--- config.mk ---
export PLATFORM = sky130hd
export DESIGN_NAME = errsamp_regport
export DESIGN_NICKNAME = d
export VERILOG_FILES = /design/src/rtl/errsamp_pkg.sv /design/src/rtl/errsamp_cmdreg.sv /design/src/rtl/errsamp_fifo.sv /design/src/rtl/errsamp_bytesel.sv /design/src/rtl/errsamp_regport.sv
export SDC_FILE = /design/constraint.sdc
export NUM_CORES = 1
export LEC_CHECK = 0
export ABC_AREA = 1
export BUFFER_PORTS_ARGS = -buffer_cell sky130_fd_sc_hd__buf_2
export CAP_MARGIN = 40
export CORE_MARGIN = 1.5
export CORE_UTILIZATION = 60
export CTS_CLUSTER_SIZE = 10
export DETAILED_ROUTE_END_ITERATION = 8
export PLACE_DENSITY_LB_ADDON = 0.15
export SYNTH_ARGS = -nofsm -noshare
export SYNTH_HDL_FRONTEND = slang
export SYNTH_SLANG_ARGS = --single-unit
--- constraint.sdc ---
create_clock -name clk -period 7.1 [get_ports clk]
set_input_delay 1.42 -clock clk [delete_from_list [all_inputs] [get_ports clk]]
set_output_delay 1.42 -clock clk [all_outputs]
set_load 0.01 [all_outputs]
--- src/rtl/errsamp_pkg.sv ---
package errsamp_pkg;
  localparam int BYTE_W    = 8;
  localparam int REC_BYTES = 8;
  localparam int REC_W     = BYTE_W * REC_BYTES;
  localparam int BPTR_W    = $clog2(REC_BYTES);

  localparam logic [BYTE_W-1:0] MGMT_BANK = 8'h07;
  localparam logic [BYTE_W-1:0] ID_ADDR   = 8'hE0;
  localparam logic [BYTE_W-1:0] FIFO_ADDR = 8'hE2;
  localparam logic [BYTE_W-1:0] STAT_ADDR = 8'hE3;

  // byte idx of a record, index 0 is the least significant byte
  function automatic logic [BYTE_W-1:0] rec_byte(input logic [REC_W-1:0] rec,
                                                 input logic [BPTR_W-1:0] idx);
    return rec[idx*BYTE_W +: BYTE_W];
  endfunction

  function automatic logic is_last_byte(input logic [BPTR_W-1:0] idx);
    return idx == BPTR_W'(REC_BYTES - 1);
  endfunction
endpackage

--- src/rtl/errsamp_cmdreg.sv ---
module errsamp_cmdreg
  import errsamp_pkg::*;
(
  input  logic              clk,
  input  logic              rst_n,
  input  logic              cmd_wr,
  input  logic [BYTE_W-1:0] wdata,
  output logic [BYTE_W-1:0] bank,
  output logic [BYTE_W-1:0] addr
);
  logic want_addr;

  always_ff @(posedge clk) begin
    if (!rst_n) begin
      bank      <= '0;
      addr      <= '0;
      want_addr <= 1'b0;
    end else if (cmd_wr) begin
      if (want_addr) addr <= wdata;
      else           bank <= wdata;
      want_addr <= ~want_addr;
    end
  end
endmodule

--- src/rtl/errsamp_fifo.sv ---
module errsamp_fifo
  import errsamp_pkg::*;
#(
  parameter int DEPTH = 4,
  localparam int AW = (DEPTH > 1) ? $clog2(DEPTH) : 1,
  localparam int CW = $clog2(DEPTH + 1)
) (
  input  logic             clk,
  input  logic             rst_n,
  input  logic             push,
  input  logic [REC_W-1:0] din,
  input  logic             pop,
  output logic [REC_W-1:0] head,
  output logic             empty,
  output logic             full,
  output logic             push_acc,
  output logic [CW-1:0]    count,
  output logic             ovf
);
  logic [REC_W-1:0] mem [DEPTH];
  logic [AW-1:0]    wptr, rptr;
  logic             pop_ok;

  function automatic logic [AW-1:0] bump(input logic [AW-1:0] p);
    return (p == AW'(DEPTH - 1)) ? '0 : p + AW'(1);
  endfunction

  assign empty    = (count == '0);
  assign full     = (count == CW'(DEPTH));
  assign pop_ok   = pop && !empty;
  assign push_acc = push && (!full || pop_ok);
  assign head     = mem[rptr];

  always_ff @(posedge clk) begin
    if (!rst_n) begin
      wptr  <= '0;
      rptr  <= '0;
      count <= '0;
      ovf   <= 1'b0;
    end else begin
      if (push_acc) begin
        mem[wptr] <= din;
        wptr      <= bump(wptr);
      end
      if (pop_ok) rptr <= bump(rptr);
      if (push_acc && !pop_ok)      count <= count + CW'(1);
      else if (pop_ok && !push_acc) count <= count - CW'(1);
      if (push && !push_acc) ovf <= 1'b1;
    end
  end
endmodule

--- src/rtl/errsamp_bytesel.sv ---
module errsamp_bytesel
  import errsamp_pkg::*;
(
  input  logic              clk,
  input  logic              rst_n,
  input  logic              rd_evt,
  input  logic              skip_req,
  input  logic              has_data,
  input  logic [REC_W-1:0]  head,
  output logic [BYTE_W-1:0] byte_out,
  output logic [BPTR_W-1:0] bptr,
  output logic              pop
);
  logic rd_pop, skip_pop;

  assign rd_pop   = rd_evt && has_data && is_last_byte(bptr);
  assign skip_pop = skip_req && has_data && (bptr != '0);
  assign pop      = rd_pop || skip_pop;
  assign byte_out = has_data ? rec_byte(head, bptr) : '0;

  always_ff @(posedge clk) begin
    if (!rst_n)                   bptr <= '0;
    else if (pop)                 bptr <= '0;
    else if (rd_evt && has_data)  bptr <= bptr + BPTR_W'(1);
  end
endmodule

--- src/rtl/errsamp_regport.sv ---
module errsamp_regport
  import errsamp_pkg::*;
#(
  parameter int DEPTH = 4,
  localparam int CW = $clog2(DEPTH + 1)
) (
  input  logic              clk,
  input  logic              rst_n,
  input  logic              acc_en,
  input  logic              acc_cd,
  input  logic              acc_wr,
  input  logic [BYTE_W-1:0] acc_wdata,
  output logic [BYTE_W-1:0] acc_rdata,
  input  logic              rec_valid,
  input  logic [REC_W-1:0]  rec_data
);
  logic [BYTE_W-1:0] bank, addr, dev_id, fifo_byte;
  logic [REC_W-1:0]  head;
  logic [BPTR_W-1:0] bptr;
  logic [CW-1:0]     count;
  logic empty, full, push_acc, ovf, pop;

  // named access events
  logic cmd_wr, dat_rd, dat_wr, in_mgmt, sel_id, sel_fifo, sel_stat;
  logic id_wr, fifo_rd_evt, empty_rd, skip_evt;

  assign cmd_wr      = acc_en &&  acc_cd &&  acc_wr;
  assign dat_rd      = acc_en && !acc_cd && !acc_wr;
  assign dat_wr      = acc_en && !acc_cd &&  acc_wr;
  assign in_mgmt     = (bank == MGMT_BANK);
  assign sel_id      = in_mgmt && (addr == ID_ADDR);
  assign sel_fifo    = in_mgmt && (addr == FIFO_ADDR);
  assign sel_stat    = in_mgmt && (addr == STAT_ADDR);
  assign id_wr       = dat_wr && sel_id;
  assign fifo_rd_evt = dat_rd && sel_fifo && !empty;
  assign empty_rd    = dat_rd && sel_fifo && empty;
  assign skip_evt    = cmd_wr && pop;

  errsamp_cmdreg u_cmd (
    .clk(clk), .rst_n(rst_n), .cmd_wr(cmd_wr), .wdata(acc_wdata),
    .bank(bank), .addr(addr)
  );

  errsamp_fifo #(.DEPTH(DEPTH)) u_fifo (
    .clk(clk), .rst_n(rst_n), .push(rec_valid), .din(rec_data), .pop(pop),
    .head(head), .empty(empty), .full(full), .push_acc(push_acc),
    .count(count), .ovf(ovf)
  );

  errsamp_bytesel u_sel (
    .clk(clk), .rst_n(rst_n), .rd_evt(fifo_rd_evt), .skip_req(cmd_wr),
    .has_data(!empty), .head(head), .byte_out(fifo_byte), .bptr(bptr),
    .pop(pop)
  );

  always_ff @(posedge clk) begin
    if (!rst_n)     dev_id <= '0;
    else if (id_wr) dev_id <= acc_wdata;
  end

  always_comb begin
    acc_rdata = '0;
    if (sel_id)        acc_rdata = dev_id;
    else if (sel_fifo) acc_rdata = fifo_byte;
    else if (sel_stat) acc_rdata = {{(BYTE_W-1){1'b0}}, ovf};
  end
endmodule

==> results.md, run 1 <==
- The slowest stage of the critical path belongs to the cell buf_4.
- For the worst setup path, the data required time is 5.68 ns.
- By area the synthesized netlist is led by edfxtp_1 (64%), dfxtp_1 (6.4%), nor2_1 (6.1%).
- The count of yosys warnings during synthesis is 0.
- The number of filler instances in the final layout is 1,419.
- The detail route stage leaves a number of antenna-violating nets equal to 0.
- The initial cell density of the core is 61.2%.
- The number of synthesized register bits is 294.
- The flow ran to the end, and the final reports show no timing, DRC or antenna violations.
- Synthesis produced 1,024 cells.
- The maximum single-stage delay on the critical path is 0.69 ns.
- The largest net degree at the start of global routing is 80.
- The H-tree depth is 2.
- The instance area at placement is 12,600 um^2.
- The first global-routing pass estimated 39,900 um of wire.
- The number of buffers added for setup after CTS is 0.
- The analysis attributes to cell leakage a power of 0.00479 uW.
- Based on the critical path, the design can be clocked at up to 206 MHz.
- In this run the mean area of a mapped cell was 11.7 um^2.
- The count of maximum capacitance violations is 0.
- Dividing the detail-routed wire length by the instance count gives 18.7 um.
- For this design, the sink count on the clock tree is 294.
- The average via count per standard cell is about 5.8.
- The area growth from synthesis to layout is 12.9%.
- IR analysis of the VDD net gives a maximum drop of 0.000270 V.
- The most numerous cell type found on the critical path is nand3_1.
- The placeable core region is 19,500 um^2.
- The worst setup skew after layout is 0.0194 ns.
- The synthesized netlist occupies a cell area of approximately 12,000 um^2.
- Clock latency on the worst-skew pair, taken at its later pin, is 0.51 ns.
- Before antenna repair, the detailed router went through 7 iterations.
- The setup slack of the worst register-to-register path is 2.66 ns.
- The horizontal die dimension is 144 um.
- At the end of the flow the core is filled with cells to around 69%.
- The type of origin of the critical path is a flop.
- The buffer cell driving the clock tree root is clkbuf_16.
- The worst hold path terminates at u_cmd.addr[4]$_SDFFE_PN0P_.
- The tightest min-delay check is of the reg -> reg type.
- The die height is 144 um.
- Summed over all layers, the global routing overflow is 0.
- The synthesized netlist contains 30 unique library cells.
- The worst-case clock buffer depth is 3.
- The count of input and output buffers is 85.
- Data on the critical path arrives at its endpoint at 3.43 ns.
- The depth of the worst register-to-register path is 10.
- Of all cell types, the one taking the most synthesized area is edfxtp_1.
- Of the cells placed in the final design, the portion with a size suffix greater than 1 is 13.1%.
- Buffers inserted during clock tree synthesis total 35.
- Global routing consumed, over all layers together, 25.5% of the routing resources.
- The areal power density over the cells is 265 nW/um^2.
- The final count of negative-setup-slack endpoints is 0.
- The count of instances resized after the clock tree is built is 0.
- The final standard cell count with taps included and fillers excluded is 1,373.
- The post-placement cell count is around 1,300.
- The depth of the worst hold-timing path is 2.
- The floorplan has 51 rows.
- The number of pins exceeding their max-slew limit in the final report is 0.
- The origin of the worst min-delay path is u_cmd.addr[4]$_SDFFE_PN0P_.
- The number of global-route vias before repair is between 7,000 and 8,000.
- The startpoint identified for the worst register-to-register timing path is u_sel.bptr[1]$_SDFFE_PP0P_.
- The transition time at the pin with the least slew margin is 0.840 ns.
- Setup repair after global routing left no endpoint under its margin.
- After legalization and detailed placement, the total HPWL measured 15,400 um.
- The final instance area is roughly 13,000 um^2.
- Leaving out fill and tap cells, the most frequent cells in the layout are edfxtp_1 (256), nor2_1 (190), o21ai_0 (130), buf_2 (85), nand2_1 (84).
- The type of destination of the critical path is an output port.
- The total negative slack for setup checks is 0 ns.
- The total number of nets in the final design is 1,191.
- The die outline area is approximately 21,000 um^2.
- The number of design rule violations left after detail routing is 0.
- The number of I/O pins is 86.
- Along the worst path, the maximum fanout reaches 79.
- The most common cell after layout, fill and taps aside is edfxtp_1.
- Sequential cells were found to cover a little over 70% of the synthesized design area.
- In this run the critical register-to-register path is captured at u_fifo.mem[2][5]$_DFFE_PP_.
- The clock-pin slew reported for the worst setup and hold paths after clock tree synthesis is 0.05 ns.
- The initial antenna violation count is 0.
- The total count of hold-check failures in the final report is 0.
- The detailed router finished its first iteration with between 800 and 900 violations.
- The portion of the clock cycle consumed by the worst path in the final layout is 68.3%.
- 0 antenna diodes ended up in the layout.
- The synthesized net count is 1,112.
- The count of hold-fix buffers inserted at cts is 0.
- The type of the worst setup path is reg -> out.
- The final route contains ~7,900 vias.
- For the finished layout, the period the worst path requires is approximately 4.9 ns.
- The final layout contains routed wiring with a total length of ~26,000 um.
- TritonCTS built the clock tree.
- The post-placement setup slack is 2.68 ns.
- The worst slew margin relative to its limit is 43.9%.
- Summed over its instances, the top area cell type makes up 64.3% of the synthesized netlist area.
- The critical path goes through inv_4 -> buf_4 -> nor2_1 -> nor2_1 -> o21ai_0 -> nand3_1 -> nand3_1 -> nand3_1 -> nand3_1 -> nand2_1 -> buf_2.
- The congestion estimate from routability-driven global placement came to ~0.78.
- After layout, the worst setup slack is approximately 2.2 ns.
critical path: cells and delay by family (launching register included):
kind | cells | cell delay (ns)
and+or+nand+nor | 7 | 0.88
DFF | 1 | 0.54
buffers and inverters | 3 | 1.30
AOI/OAI and AO/OA | 1 | 0.14
cells in the mapped netlist (all sizes together):
cell type  number
inv            61
o211ai         50
a21oi          32
ha              9
nand3b          2
edfxtp        256
clkinv          5
dfxtp          38
a31oi           1
a211oi          8
fa              1
nand4           6
buf            32
nor3            4
xor2            1
nor2          195
clkbuf         22
o211a           1
nand3          82
nand2          84
o21ai         134
logic make-up after synthesis:
family                   count (synthesis)  synth area share (%)
buffers and inverters                  120                  4.46
adder cells (fa/ha/maj)                 10                  1.11
AND/OR/NAND/NOR                        373                  13.0
flip-flops                             294                  70.6
XOR/XNOR                                 1                0.0733
AO/OA/AOI/OAI                          226                  10.7
through the flow:
stage,total power [uW],hold WS (ns)
after floorplan,2050,0.429
after global placement,2120,0.449
after detailed placement,2120,0.444
after CTS,3600,0.457
after global routing,3680,0.480
final,3580,0.457
routing by layer:
metal	GRT usage (%)	routed length, um	vias up
li1	-	-	3788
met5	0	0	-
met3	4.01	1640	55
met1	36.6	11100	3772
met2	40.0	12200	303
met4	9.25	724	0
where the power goes:
| part | switching [uW] | internal, uW |
|---|---|---|
| combinational | 94.1 | 42.1 |
| clock | 612 | 879 |
| sequential | 14.9 | 1940 |
how the worst max path moves through the flow:
stage	start	endpoint	cells past startpoint
final	flop	acc_rdata[2]	11
after global routing	flop	acc_rdata[7]	11
after CTS	flop	acc_rdata[2]	11
after detailed placement	acc_cd	u_fifo.mem[2][5]$_DFFE_PP_	11
after global placement	acc_cd	u_fifo.mem[1][35]$_DFFE_PP_	11
after floorplan	acc_cd	u_fifo.mem[0][0]$_DFFE_PP_	9
cell type report:
cell class	count	area, um^2	share of cell area [%]
Sequential cell	294	8460	62.7
Multi-Input combinational cell	610	3010	22.3
Clock buffer	40	895	6.63
Timing Repair Buffer	96	541	4.01
Tap cell	265	332	2.46
Inverter	66	250	1.85
Clock inverter	2	16.3	0.121
state kept, by name (all words and copies together), names as in the netlist, named ones only:
register         count
u_fifo.count         3
u_fifo.mem         256
u_cmd.bank           8
u_fifo.wptr          2
u_cmd.addr           8
u_cmd.want_addr      1
u_fifo.rptr          2
u_sel.bptr           3
u_fifo.ovf           1
dev_id               8
(Power assumes the default switching activity.)
==> run 2: changes to the inputs <==
--- a/config.mk
+++ b/config.mk
@@ -9,7 +9,7 @@
 export BUFFER_PORTS_ARGS = -buffer_cell sky130_fd_sc_hd__buf_2
 export CAP_MARGIN = 40
 export CORE_MARGIN = 1.5
-export CORE_UTILIZATION = 60
+export CORE_UTILIZATION = 54
 export CTS_CLUSTER_SIZE = 10
 export DETAILED_ROUTE_END_ITERATION = 8
 export PLACE_DENSITY_LB_ADDON = 0.15
==> constraint.sdc (replaced) <==
create_clock -name clk -period 4.2 [get_ports clk]
set_input_delay 0.84 -clock clk [delete_from_list [all_inputs] [get_ports clk]]
set_output_delay 0.84 -clock clk [all_outputs]
set_load 0.01 [all_outputs]
==> run 2 against run 1 <==
Clock-buffer cell count grew 6; wire length grew 3.9%; cell area grew 0.82%; critical path type unchanged; largest cell class unchanged; highest routed layer unchanged.
==> results.md, run 2 (synthesis results as in run 1) <==
- Outcome: completed (unchanged).
- The horizontal die dimension came to 152 um (was 144 um).
- For the finished layout, the period the worst path requires is 3.37 ns.
- Setup repair after global routing missed its margin: no (unchanged).
- The area taken by multi-input logic gates is 3010 um^2 (unchanged).
- The total count of hold-check failures in the final report is 0 (unchanged).
- The depth of the worst register-to-register path is 10 (unchanged).
- The post-DP HPWL is 15,400 um (about the same).
- The worst setup skew after layout is 0.00975 ns (was 0.0194 ns).
- The wire length per cell after detailed routing came to 19.0 um (was 18.7 um).
- The number of pins exceeding their max-slew limit in the final report is 0 (unchanged).
- The average via count per standard cell is 5.65 (was 5.77).
- The total design power is 6090 uW (was 3580 uW).
- The number of buffers inserted during clock tree synthesis is 35 (unchanged).
- The post-placement setup slack was 1.04 ns (was 2.68 ns).
- The transition time at the pin with the least slew margin came to 0.628 ns (was 0.840 ns).
- The clock latency on the worst-skew pair was 0.50 ns (was 0.51 ns).
- The clock net sink count is 294 (unchanged).
- The worst slew margin relative to its limit came to 58.1% (was 43.9%).
- The count of instances resized after the clock tree is built is 0 (unchanged).
- The initial cell density of the core is 55.0% (was 61.2%).
- The die height came to 152 um (was 144 um).
- The depth of the worst hold-timing path came to 2 (unchanged).
- The worst min-delay path class is reg -> reg (unchanged).
- The number of design rule violations left after detail routing was 0 (unchanged).
- The number of nets still failing antenna checks after routing was 0 (unchanged).
- The number of diodes added for antenna fixing came to 0 (unchanged).
- The total number of nets in the final design is 1,196 (was 1,191).
- The number of design-rule violations left by the first detailed-router iteration came to 716 (was 803).
- The areal power density over the cells is 448 nW/um^2 (was 265 nW/um^2).
- The worst hold path endpoint is u_cmd.addr[4]$_SDFFE_PN0P_ (unchanged).
- The TritonCTS clock tree was built (unchanged).
- The number of global-route vias before repair came to 7,618 (was 7,390).
- The total detailed-routing wirelength came to 26,600 um (was 25,600 um).
- The type of the worst setup path is reg -> out (unchanged).
- The largest driver fanout on the critical path is 150 (was 79).
- The total area of sequential cells came to 8460 um^2 (unchanged).
- The global placement routability congestion is 0.776 (was 0.782).
- The worst path uses 80.3% of the clock period.
- The worst reg2reg path startpoint is u_sel.bptr[0]$_SDFFE_PP0P_ (was u_sel.bptr[1]$_SDFFE_PP0P_).
- The overall via count from detail_route is 7,906 (was 7,918).
- The wire length of the first global-routing pass was 42,000 um (was 39,900 um).
- The origin of the worst min-delay path is u_cmd.addr[4]$_SDFFE_PN0P_ (unchanged).
- The final worst-path setup slack is 0.827 ns (was 2.25 ns).
- The initial antenna violation count came to 0 (unchanged).
- The arrival time reported for the critical path endpoint is 2.53 ns (was 3.43 ns).
- The maximum resistive drop on vdd is 0.000319 V (was 0.000270 V).
- The largest net degree at the start of global routing was 151 (was 80).
- The worst hold margin is 0.453 ns (was 0.457 ns).
- The type of origin of the critical path is a flop (unchanged).
- The all-layer global routing usage came to 23.4% (was 25.5%).
- The number of buffers added for setup after CTS came to 0 (unchanged).
- The placement row count is 54 (was 51).
- The count of input and output buffers is 85 (unchanged).
- The clock-pin slew reported for the worst setup and hold paths after clock tree synthesis is 0.05 ns (about the same).
- The die outline area is 23,000 um^2 (was 20,800 um^2).
- The H-tree depth was 2 (unchanged).
- The area growth from synthesis to layout came to 13.8% (was 12.9%).
- The met2 layer usage reported by global route came to 37.7% (was 40.0%).
- The total congestion overflow is 0 (unchanged).
- The global-route layer with the greatest usage is met2 (unchanged).
- The endpoint of the worst register-to-register path is u_fifo.mem[0][19]$_DFFE_PP_ (was u_fifo.mem[2][5]$_DFFE_PP_).
- The maximum frequency from static timing analysis is a little under 300 MHz.
- The count of hold-fix buffers inserted at cts is 0 (unchanged).
- The type of destination of the critical path is an output port (unchanged).
- The setup slack of the worst register-to-register path was 1.33 ns (was 2.66 ns).
- The top register by number of flip-flops is u_fifo.mem (unchanged).
- The count of maximum capacitance violations is 0 (unchanged).
- Most used cells in the layout excluding fill and tap cells: edfxtp_1 (256), nor2_1 (190), o21ai_0 (130), buf_2 (85), nand2_1 (84) (unchanged).
- The global-route met1 utilization is 33.0% (was 36.6%).
- The number of filler instances in the final layout is 1,741 (was 1,419).
- The placeable core region is 21,800 um^2 (was 19,500 um^2).
- The number of flip-flops under the largest register name came to 256 (unchanged).
- The total leakage power came to 0.00484 uW (was 0.00479 uW).
- The number of iterations in the first detailed-routing pass came to 5 (was 7).
- The data required time at the worst endpoint is 3.36 ns (was 5.68 ns).
- The final standard cell count with taps included and fillers excluded was 1,400 (was 1,373).
- The fraction of final layout cells with drive strength greater than 1 is 13.4% (was 13.1%).
- The worst-case clock buffer depth came to 3 (unchanged).
- The met3 routing resource usage after global routing is 3.17% (was 4.01%).
- The final count of negative-setup-slack endpoints is 0 (unchanged).
- The number of I/O pins is 86 (unchanged).
- The buffer cell driving the clock tree root is clkbuf_16 (unchanged).
- The post-placement cell count was 1,351 (was 1,331).
- The most common cell after layout, fill and taps aside is edfxtp_1 (unchanged).
run 2: area by class of cell:
class                   count  area share [%]
repair buffers            101            4.47
clock inverters             3           0.129
well taps                 280            2.57
clock buffers              46            6.74
multi-input cells         610            22.1
inverters                  66            1.84
flip-flops and latches    294            62.1
run 2: worst max path at each step:
stage / start / end / slack, ns / cells past startpoint
floorplan: acc_cd / u_fifo.mem[0][0]$_DFFE_PP_ / -0.63 / 9
global placement: acc_cd / u_fifo.mem[0][27]$_DFFE_PP_ / 1.04 / 11
detailed placement: acc_cd / u_fifo.mem[0][30]$_DFFE_PP_ / 1.04 / 11
CTS: flop / acc_rdata[4] / 0.84 / 11
global route: flop / acc_rdata[6] / 0.70 / 8
finish: flop / acc_rdata[1] / 0.83 / 10
run 2: through the flow:
step                instance area (um^2)  util [%]  TNS (ns)
global placement                   12700      58.2         0
detailed placement                 12700      58.2         0
floorplan                          12000         -   -162.41
CTS                                13600      62.5         0
global route                       13600      62.5         0
finish                             13600      62.5         0
run 2: routing by layer:
layer / vias up / part of all wire, %
met3: 48 / 5.5
li1: 3804 / -
met4: 0 / 2.9
met5: - / 0
met2: 242 / 48
met1: 3812 / 44
run 2: where the power goes:
group / internal (uW) / total (uW) / switching [uW]
Combinational: 68.9 / 229 / 160
Clock: 1510 / 2560 / 1050
Sequential: 3280 / 3300 / 24.7
Total: 4850 / 6090 / 1240
run 2: critical path, stage by stage, from the launching register on:
cell	delay, ns
dfxtp_4	0.37
buf_12	0.42
nor2_1	0.10
nor2_1	0.10
o21ai_0	0.11
nand3_1	0.19
nand3_1	0.11
nand3_1	0.16
nand3_1	0.12
nand2_1	0.10
buf_2	0.13
